==> src/rtl/cc_mult_pkg.sv <==
package cc_mult_pkg;

  // Upper bound on columns handled by the elaboration-time planner (N <= 64).
  localparam int CC_MAX_COLS = 128;

  // Selectors for cc_plan.
  localparam int CC_KIND_HEIGHT = 0;  // bits entering the stage in this column
  localparam int CC_KIND_CIN    = 1;  // carries arriving from the column below
  localparam int CC_KIND_FA     = 2;  // full adders used in this column
  localparam int CC_KIND_HA     = 3;  // half adders used in this column

  // Number of reduction stages: count of series targets below the tallest column.
  function automatic int cc_num_stages(input int n);
    int cnt;
    int d;
    cnt = 0;
    d   = 2;
    while (d < n) begin
      cnt++;
      d = (d * 3) / 2;
    end
    return cnt;
  endfunction

  // Target height at the output of stage st (stage 0 is the first stage).
  function automatic int cc_target(input int n, input int st);
    int idx;
    int d;
    idx = cc_num_stages(n) - 1 - st;
    d   = 2;
    for (int k = 0; k < idx; k++) d = (d * 3) / 2;
    return d;
  endfunction

  // Lowest multiplicand index contributing to column col.
  function automatic int cc_col_lo(input int n, input int col);
    return (col > n - 1) ? col - n + 1 : 0;
  endfunction

  // Partial products in column col before any reduction.
  function automatic int cc_pp_height(input int n, input int col);
    if (col > 2 * n - 2) return 0;
    return ((col < n) ? col : 2 * n - 2 - col) + 1;
  endfunction

  // Walks the reduction schedule up to stage st and reports one quantity for col.
  function automatic int cc_plan(input int n, input int st, input int col, input int kind);
    int h  [CC_MAX_COLS];
    int nh [CC_MAX_COLS];
    int prev_out;
    int total;
    int d;
    int ex;
    int nfa;
    int nha;
    for (int c = 0; c < CC_MAX_COLS; c++) begin
      h[c]  = cc_pp_height(n, c);
      nh[c] = 0;
    end
    for (int k = 0; k <= st; k++) begin
      d        = cc_target(n, k);
      prev_out = 0;
      for (int c = 0; c < 2 * n; c++) begin
        total = h[c] + prev_out;
        ex    = total - d;
        nfa   = (ex > 0) ? ex / 2 : 0;
        nha   = (ex > 0) ? ex % 2 : 0;
        if (k == st && c == col) begin
          case (kind)
            CC_KIND_HEIGHT: return h[c];
            CC_KIND_CIN:    return prev_out;
            CC_KIND_FA:     return nfa;
            default:        return nha;
          endcase
        end
        nh[c]    = total - 2 * nfa - nha;
        prev_out = nfa + nha;
      end
      for (int c = 0; c < 2 * n; c++) h[c] = nh[c];
    end
    return 0;
  endfunction

endpackage

==> src/rtl/cc_ha_cell.sv <==
module cc_ha_cell (
  input  logic x,
  input  logic y,
  output logic s,
  output logic c
);
  assign s = x ^ y;
  assign c = x & y;
endmodule

==> src/rtl/cc_fa_cell.sv <==
module cc_fa_cell (
  input  logic x,
  input  logic y,
  input  logic z,
  output logic s,
  output logic c
);
  assign s = x ^ y ^ z;
  assign c = (x & y) | (x & z) | (y & z);
endmodule

==> src/rtl/cc_pp_gen.sv <==
module cc_pp_gen
  import cc_mult_pkg::*;
#(
  parameter int N = 8
) (
  input  logic [N-1:0]                 op_a,
  input  logic [N-1:0]                 op_b,
  output logic [2*N-1:0][2*N-1:0]      cols
);
  localparam int COLS = 2 * N;
  localparam int QW   = 2 * N;

  // Column c lists a_i & b_(c-i) for ascending i.
  for (genvar c = 0; c < COLS; c++) begin : g_col
    localparam int LO = cc_col_lo(N, c);
    localparam int H  = cc_pp_height(N, c);
    for (genvar k = 0; k < QW; k++) begin : g_bit
      if (k < H) begin : g_pp
        localparam int IA = LO + k;
        assign cols[c][k] = op_a[IA] & op_b[c-IA];
      end else begin : g_zero
        assign cols[c][k] = 1'b0;
      end
    end
  end
endmodule

==> src/rtl/cc_stage.sv <==
module cc_stage
  import cc_mult_pkg::*;
#(
  parameter int N   = 8,
  parameter int STG = 0
) (
  input  logic [2*N-1:0][2*N-1:0] lvl_in,
  output logic [2*N-1:0][2*N-1:0] lvl_out
);
  localparam int COLS = 2 * N;
  localparam int QW   = 2 * N;

  // Per-column ordered bit list, adder sums and adder carries.
  logic [COLS-1:0][QW-1:0] que;
  logic [COLS-1:0][QW-1:0] sums;
  logic [COLS-1:0][QW-1:0] cys;
  logic                    unused_stage;

  assign unused_stage = ^{lvl_in, que, sums, cys};

  for (genvar w = 0; w < COLS; w++) begin : g_col
    localparam int H   = cc_plan(N, STG, w, CC_KIND_HEIGHT);
    localparam int CI  = cc_plan(N, STG, w, CC_KIND_CIN);
    localparam int F   = cc_plan(N, STG, w, CC_KIND_FA);
    localparam int HA  = cc_plan(N, STG, w, CC_KIND_HA);
    localparam int USE = 3 * F + 2 * HA;
    localparam int REM = H + CI - USE;
    localparam int NXT = REM + F + HA;
    localparam int WP  = (w > 0) ? w - 1 : 0;

    // List: incoming column bits first, carries from the column below at the back.
    for (genvar i = 0; i < QW; i++) begin : g_que
      if (i < H) begin : g_own
        assign que[w][i] = lvl_in[w][i];
      end else if (i < H + CI) begin : g_carry
        assign que[w][i] = cys[WP][i-H];
      end else begin : g_zero
        assign que[w][i] = 1'b0;
      end
    end

    // Adders take bits from the front of the list.
    for (genvar j = 0; j < F; j++) begin : g_fa
      cc_fa_cell u_fa (
        .x (que[w][3*j]),
        .y (que[w][3*j+1]),
        .z (que[w][3*j+2]),
        .s (sums[w][j]),
        .c (cys[w][j])
      );
    end
    for (genvar j = 0; j < HA; j++) begin : g_ha
      cc_ha_cell u_ha (
        .x (que[w][3*F+2*j]),
        .y (que[w][3*F+2*j+1]),
        .s (sums[w][F+j]),
        .c (cys[w][F+j])
      );
    end
    for (genvar j = F + HA; j < QW; j++) begin : g_tie
      assign sums[w][j] = 1'b0;
      assign cys[w][j]  = 1'b0;
    end

    // Next list: untouched bits keep their order, new sums go to the end.
    for (genvar i = 0; i < QW; i++) begin : g_nxt
      if (i < REM) begin : g_pass
        assign lvl_out[w][i] = que[w][USE+i];
      end else if (i < NXT) begin : g_sum
        assign lvl_out[w][i] = sums[w][i-REM];
      end else begin : g_zero
        assign lvl_out[w][i] = 1'b0;
      end
    end
  end
endmodule

==> src/rtl/cc_cpa.sv <==
module cc_cpa #(
  parameter int W = 16
) (
  input  logic [W-1:0] x,
  input  logic [W-1:0] y,
  output logic [W-1:0] sum,
  output logic         cout
);
  logic [W-1:0] cy;

  for (genvar i = 0; i < W; i++) begin : g_bit
    if (i == 0) begin : g_lsb
      cc_ha_cell u_ha (.x(x[i]), .y(y[i]), .s(sum[i]), .c(cy[i]));
    end else begin : g_rest
      cc_fa_cell u_fa (.x(x[i]), .y(y[i]), .z(cy[i-1]), .s(sum[i]), .c(cy[i]));
    end
  end

  assign cout = cy[W-1];
endmodule

==> src/rtl/colcomp_mult.sv <==
module colcomp_mult
  import cc_mult_pkg::*;
#(
  parameter int N = 8
) (
  input  logic [N-1:0]   op_a,
  input  logic [N-1:0]   op_b,
  output logic [2*N-1:0] prod
);
  localparam int COLS   = 2 * N;
  localparam int QW     = 2 * N;
  localparam int STAGES = cc_num_stages(N);

  // Column contents before stage 0 and after every stage.
  logic [STAGES:0][COLS-1:0][QW-1:0] lvl;
  // The two rows left after compression, and the final adder's top carry.
  logic [COLS-1:0]                   row_a;
  logic [COLS-1:0]                   row_b;
  logic                              cpa_cout;
  logic                              unused_top;

  cc_pp_gen #(.N(N)) u_pp (
    .op_a (op_a),
    .op_b (op_b),
    .cols (lvl[0])
  );

  for (genvar s = 0; s < STAGES; s++) begin : g_stage
    cc_stage #(.N(N), .STG(s)) u_stage (
      .lvl_in  (lvl[s]),
      .lvl_out (lvl[s+1])
    );
  end

  for (genvar w = 0; w < COLS; w++) begin : g_rows
    assign row_a[w] = lvl[STAGES][w][0];
    assign row_b[w] = lvl[STAGES][w][1];
  end

  cc_cpa #(.W(COLS)) u_cpa (
    .x    (row_a),
    .y    (row_b),
    .sum  (prod),
    .cout (cpa_cout)
  );

  // The top carry cannot be set for an unsigned N x N product; it is dropped.
  assign unused_top = ^{lvl, cpa_cout};
endmodule

==> config.mk <==
export PLATFORM = sky130hd
export DESIGN_NAME = colcomp_mult
export DESIGN_NICKNAME = d
export VERILOG_FILES = /design/src/rtl/cc_mult_pkg.sv /design/src/rtl/cc_ha_cell.sv /design/src/rtl/cc_fa_cell.sv /design/src/rtl/cc_pp_gen.sv /design/src/rtl/cc_stage.sv /design/src/rtl/cc_cpa.sv /design/src/rtl/colcomp_mult.sv
export SDC_FILE = /design/constraint.sdc
export NUM_CORES = 1
export LEC_CHECK = 0
export BUFFER_PORTS_ARGS = -buffer_cell sky130_fd_sc_hd__clkbuf_2
export CORE_ASPECT_RATIO = 0.8
export CORE_MARGIN = 4
export CORE_UTILIZATION = 44
export DETAILED_ROUTE_END_ITERATION = 10
export PLACE_DENSITY_LB_ADDON = 0.08
export SYNTH_ARGS = -nofsm -noshare
export SYNTH_HDL_FRONTEND = slang
export SYNTH_HIERARCHICAL = 1
export SYNTH_SLANG_ARGS = --single-unit
==> constraint.sdc <==
create_clock -name vclk -period 23.1
set_input_delay 1.155 -clock vclk [all_inputs]
set_output_delay 1.155 -clock vclk [all_outputs]
set_load 0.05 [all_outputs]
======== Yosys cells after proc, flatten, opt, wreduce, memory -nomap -nowiden ========
Cells that the tools add are included.
operators by class
  bitwise logic cells ..................... 416
operators by type and width
  operator           count
  AND 1 bit          216
  bitwise XOR 1 bit  104
  bitwise OR 1 bit   96
word-level totals
  register bits after elaboration ......... 0
  input port bits ......................... 16
  output and inout port bits .............. 16
  word-level logic and storage cells ...... 416

======== Depth between registers and ports, before layout ========
  word-level depth ........................ 41
  gate-level depth with buffers ........... 21
  depth with buffers taken out ............ 17

======== Hierarchy ========
Netlist, hierarchy kept.
modules (own cells, without submodules)
  module                          times used  cells an instance  area each (um^2)  seq. area each (um^2)
  cc_pp_gen                       1           257                1845.5            0.0
  cc_stage at g_stage[0].u_stage  1           245                1835.5            0.0
  cc_stage at g_stage[2].u_stage  1           237                1775.5            0.0
  cc_stage at g_stage[3].u_stage  1           233                1745.4            0.0
  cc_stage at g_stage[1].u_stage  1           229                1715.4            0.0
  cc_fa_cell                      50          1                  20.0              0.0
  cc_ha_cell                      8           1                  12.5              0.0

======== Worst setup path after synthesis ========
OpenSTA, ideal clock, no wires.
  kind .................................... input to output
  start point ............................. input port op_a[1]
  end point ............................... output port prod[15]
  arrival ................................. 8.330 ns
  required time ........................... 21.945 ns
  slack ................................... 13.615 ns
  stages .................................. 20
  buffers on the path ..................... 4
  cells stage by stage .................... and2_1 > buf_4 > buf_4 > buf_4 > buf_4 > fa_1 > fa_1 > fa_1 > fa_1 > fa_1 > fa_1 > fa_1 > fa_1 > fa_1 > fa_1 > fa_1 > fa_1 > fa_1 > fa_1 > fa_1
RTL lines
  what         RTL line           RTL
  from (decl)  colcomp_mult.sv:6  input logic [N-1:0] op_a,
  to (decl)    colcomp_mult.sv:8  output logic [2*N-1:0] prod

==> metrics.md <==
| Metric | Value |
|---|---|
| Outcome | `finished clean` |
| Post-route setup slack | `13.58 ns` |
| Routability Congestion | `0.7454` |
| Layout Nets | `233` |
| WP data required | `21.95 ns` |
| Post-route ant nets | `0` |
| Setup TNS | `0 ns` |
| Chip height | `71.83 µm` |
| Drt wl/cell | `15.79 µm` |
| Worst hold path depth | `4` |
| Final hold violations | `0` |
| Vias | `967` |
| Congestion Overflow GR | `0` |
| Area of the mapped netlist | `2241 µm²` |
| Post-CTS sizing | `0` |
| Port bufs | `32` |
| Min Tclk post-route | `9.518 ns` |
| Io pins | `32` |
| Clkbuf count | `0` |
| First-pass GRT wire length | `6037 µm` |
| Synth Warn # | `6` |
| Buffers inserted by post-CTS timing repair | `0` |
| Total Routed Length | `3427 µm` |
| Initial antenna violation count | `0` |
| Initial DRC count | `24` |
| Crit. End Element | `output pin` |
| Worst endpoint data arrival time | `8.36 ns` |
| DP HPWL | `3001 µm` |
| Worst hold path class | `in2out` |
| Origin of the worst min-delay path | `op_a[0]` |
| First-pass DRT Iterations | `4` |
| Pwr per Cell Area | `96.48 nW/µm²` |
| Leakage | `0.8436 nW` |
| Startpoint Class | `primary input` |
| Pre-CTS setup slack | `13.51 ns` |
| Num rows | `22` |
| Peak supply drop | `0.06626 mV` |
| DRC errors left | `0` |
| Cells after Synth | `221` |
| Core ar. | `4762 µm²` |
| Smallest hold slack | `2.976 ns` |
| Max Slew Vio Count | `0` |
| Final Setup Violations | `0` |
| Maxcap violations | `0` |
| Hold EP | `prod[0]` |
| Vias/cell | `4.456` |
| Largest net degree at the start of global routing | `9` |
| Layout Area Growth over Synthesis | `-22.00%` |
| Gr usage total | `0.1207` |
| Die width | `87.79 µm` |
| Post-Syn Area per Cell | `10.14 µm²` |
| Fmax | `0.1051 GHz` |
| RSZ-0062 raised after global routing | `false` |
| Initial Util | `0.4706` |
| Critical Path Fanout Max | `8` |
| Vias in the first global route | `1126` |
| Sequential Area | `0 µm²` |
| Critical path class | `in2out` |
| Overall power | `0.1686 mW` |
| N_diodes | `0` |
| Sequential cell count | `0` |
| Die area | `6306 µm²` |
| Hold_buf cts | `0` |
| Fraction of layout cells with a size suffix above 1 | `0.2038` |
| Fin crit share | `0.4120` |
stage by stage:
step	area [µm²]	utilization	cells
after floorplan	2248	-	223
after global placement	1748	0.3671	217
after detailed placement	1748	0.3671	217
after CTS	1748	0.3671	217
after global routing	1748	0.3671	217
final	1748	0.3671	217
layout by cell type, fill, tap and decap left out, drive strengths merged:
cell	n
and2	64
clkbuf	32
conb	3
fa	50
ha	8
routing by layer:
metal / up-vias / wire, µm / GRT usage
li1: 444 / - / -
met1: 505 / 1795 / 0.1991
met2: 18 / 1534 / 0.1856
met3: 0 / 97 / 0.004598
met4: 0 / 0 / 0
met5: - / 0 / 0
area by class of cell:
type / instances / area [µm²]
fill: 497 / 3014
multi-input combinational: 125 / 1513
timing repair buffer: 32 / 160.2
tap: 60 / 75.07
report_power, final:
group	internal, mW	total, mW	switching [mW]
sequential	0	0	0
clock	0	0	0
combinational	0.0444	0.169	0.124
total	0.0444	0.169	0.124
how the worst max path moves through the flow:
stage	startpoint	to	slack [ns]	cells after the start
final	op_b[0]	prod[15]	13.58	18
after global routing	op_b[0]	prod[15]	13.29	18
after CTS	op_b[0]	prod[15]	13.49	18
after detailed placement	op_b[0]	prod[15]	13.51	18
after global placement	op_b[0]	prod[15]	13.57	18
after floorplan	op_a[1]	prod[15]	13.61	20
critical path, stage by stage:
cell,delay [ns]
clkbuf_2,0.15
and2_1,0.18
fa_1,0.44
fa_1,0.44
fa_1,0.45
fa_1,0.45
fa_1,0.46
fa_1,0.43
fa_1,0.44
fa_1,0.44
fa_1,0.43
fa_1,0.43
fa_1,0.45
fa_1,0.44
fa_1,0.43
fa_1,0.42
fa_1,0.46
clkbuf_2,0.25
(Power assumes the default switching activity.)
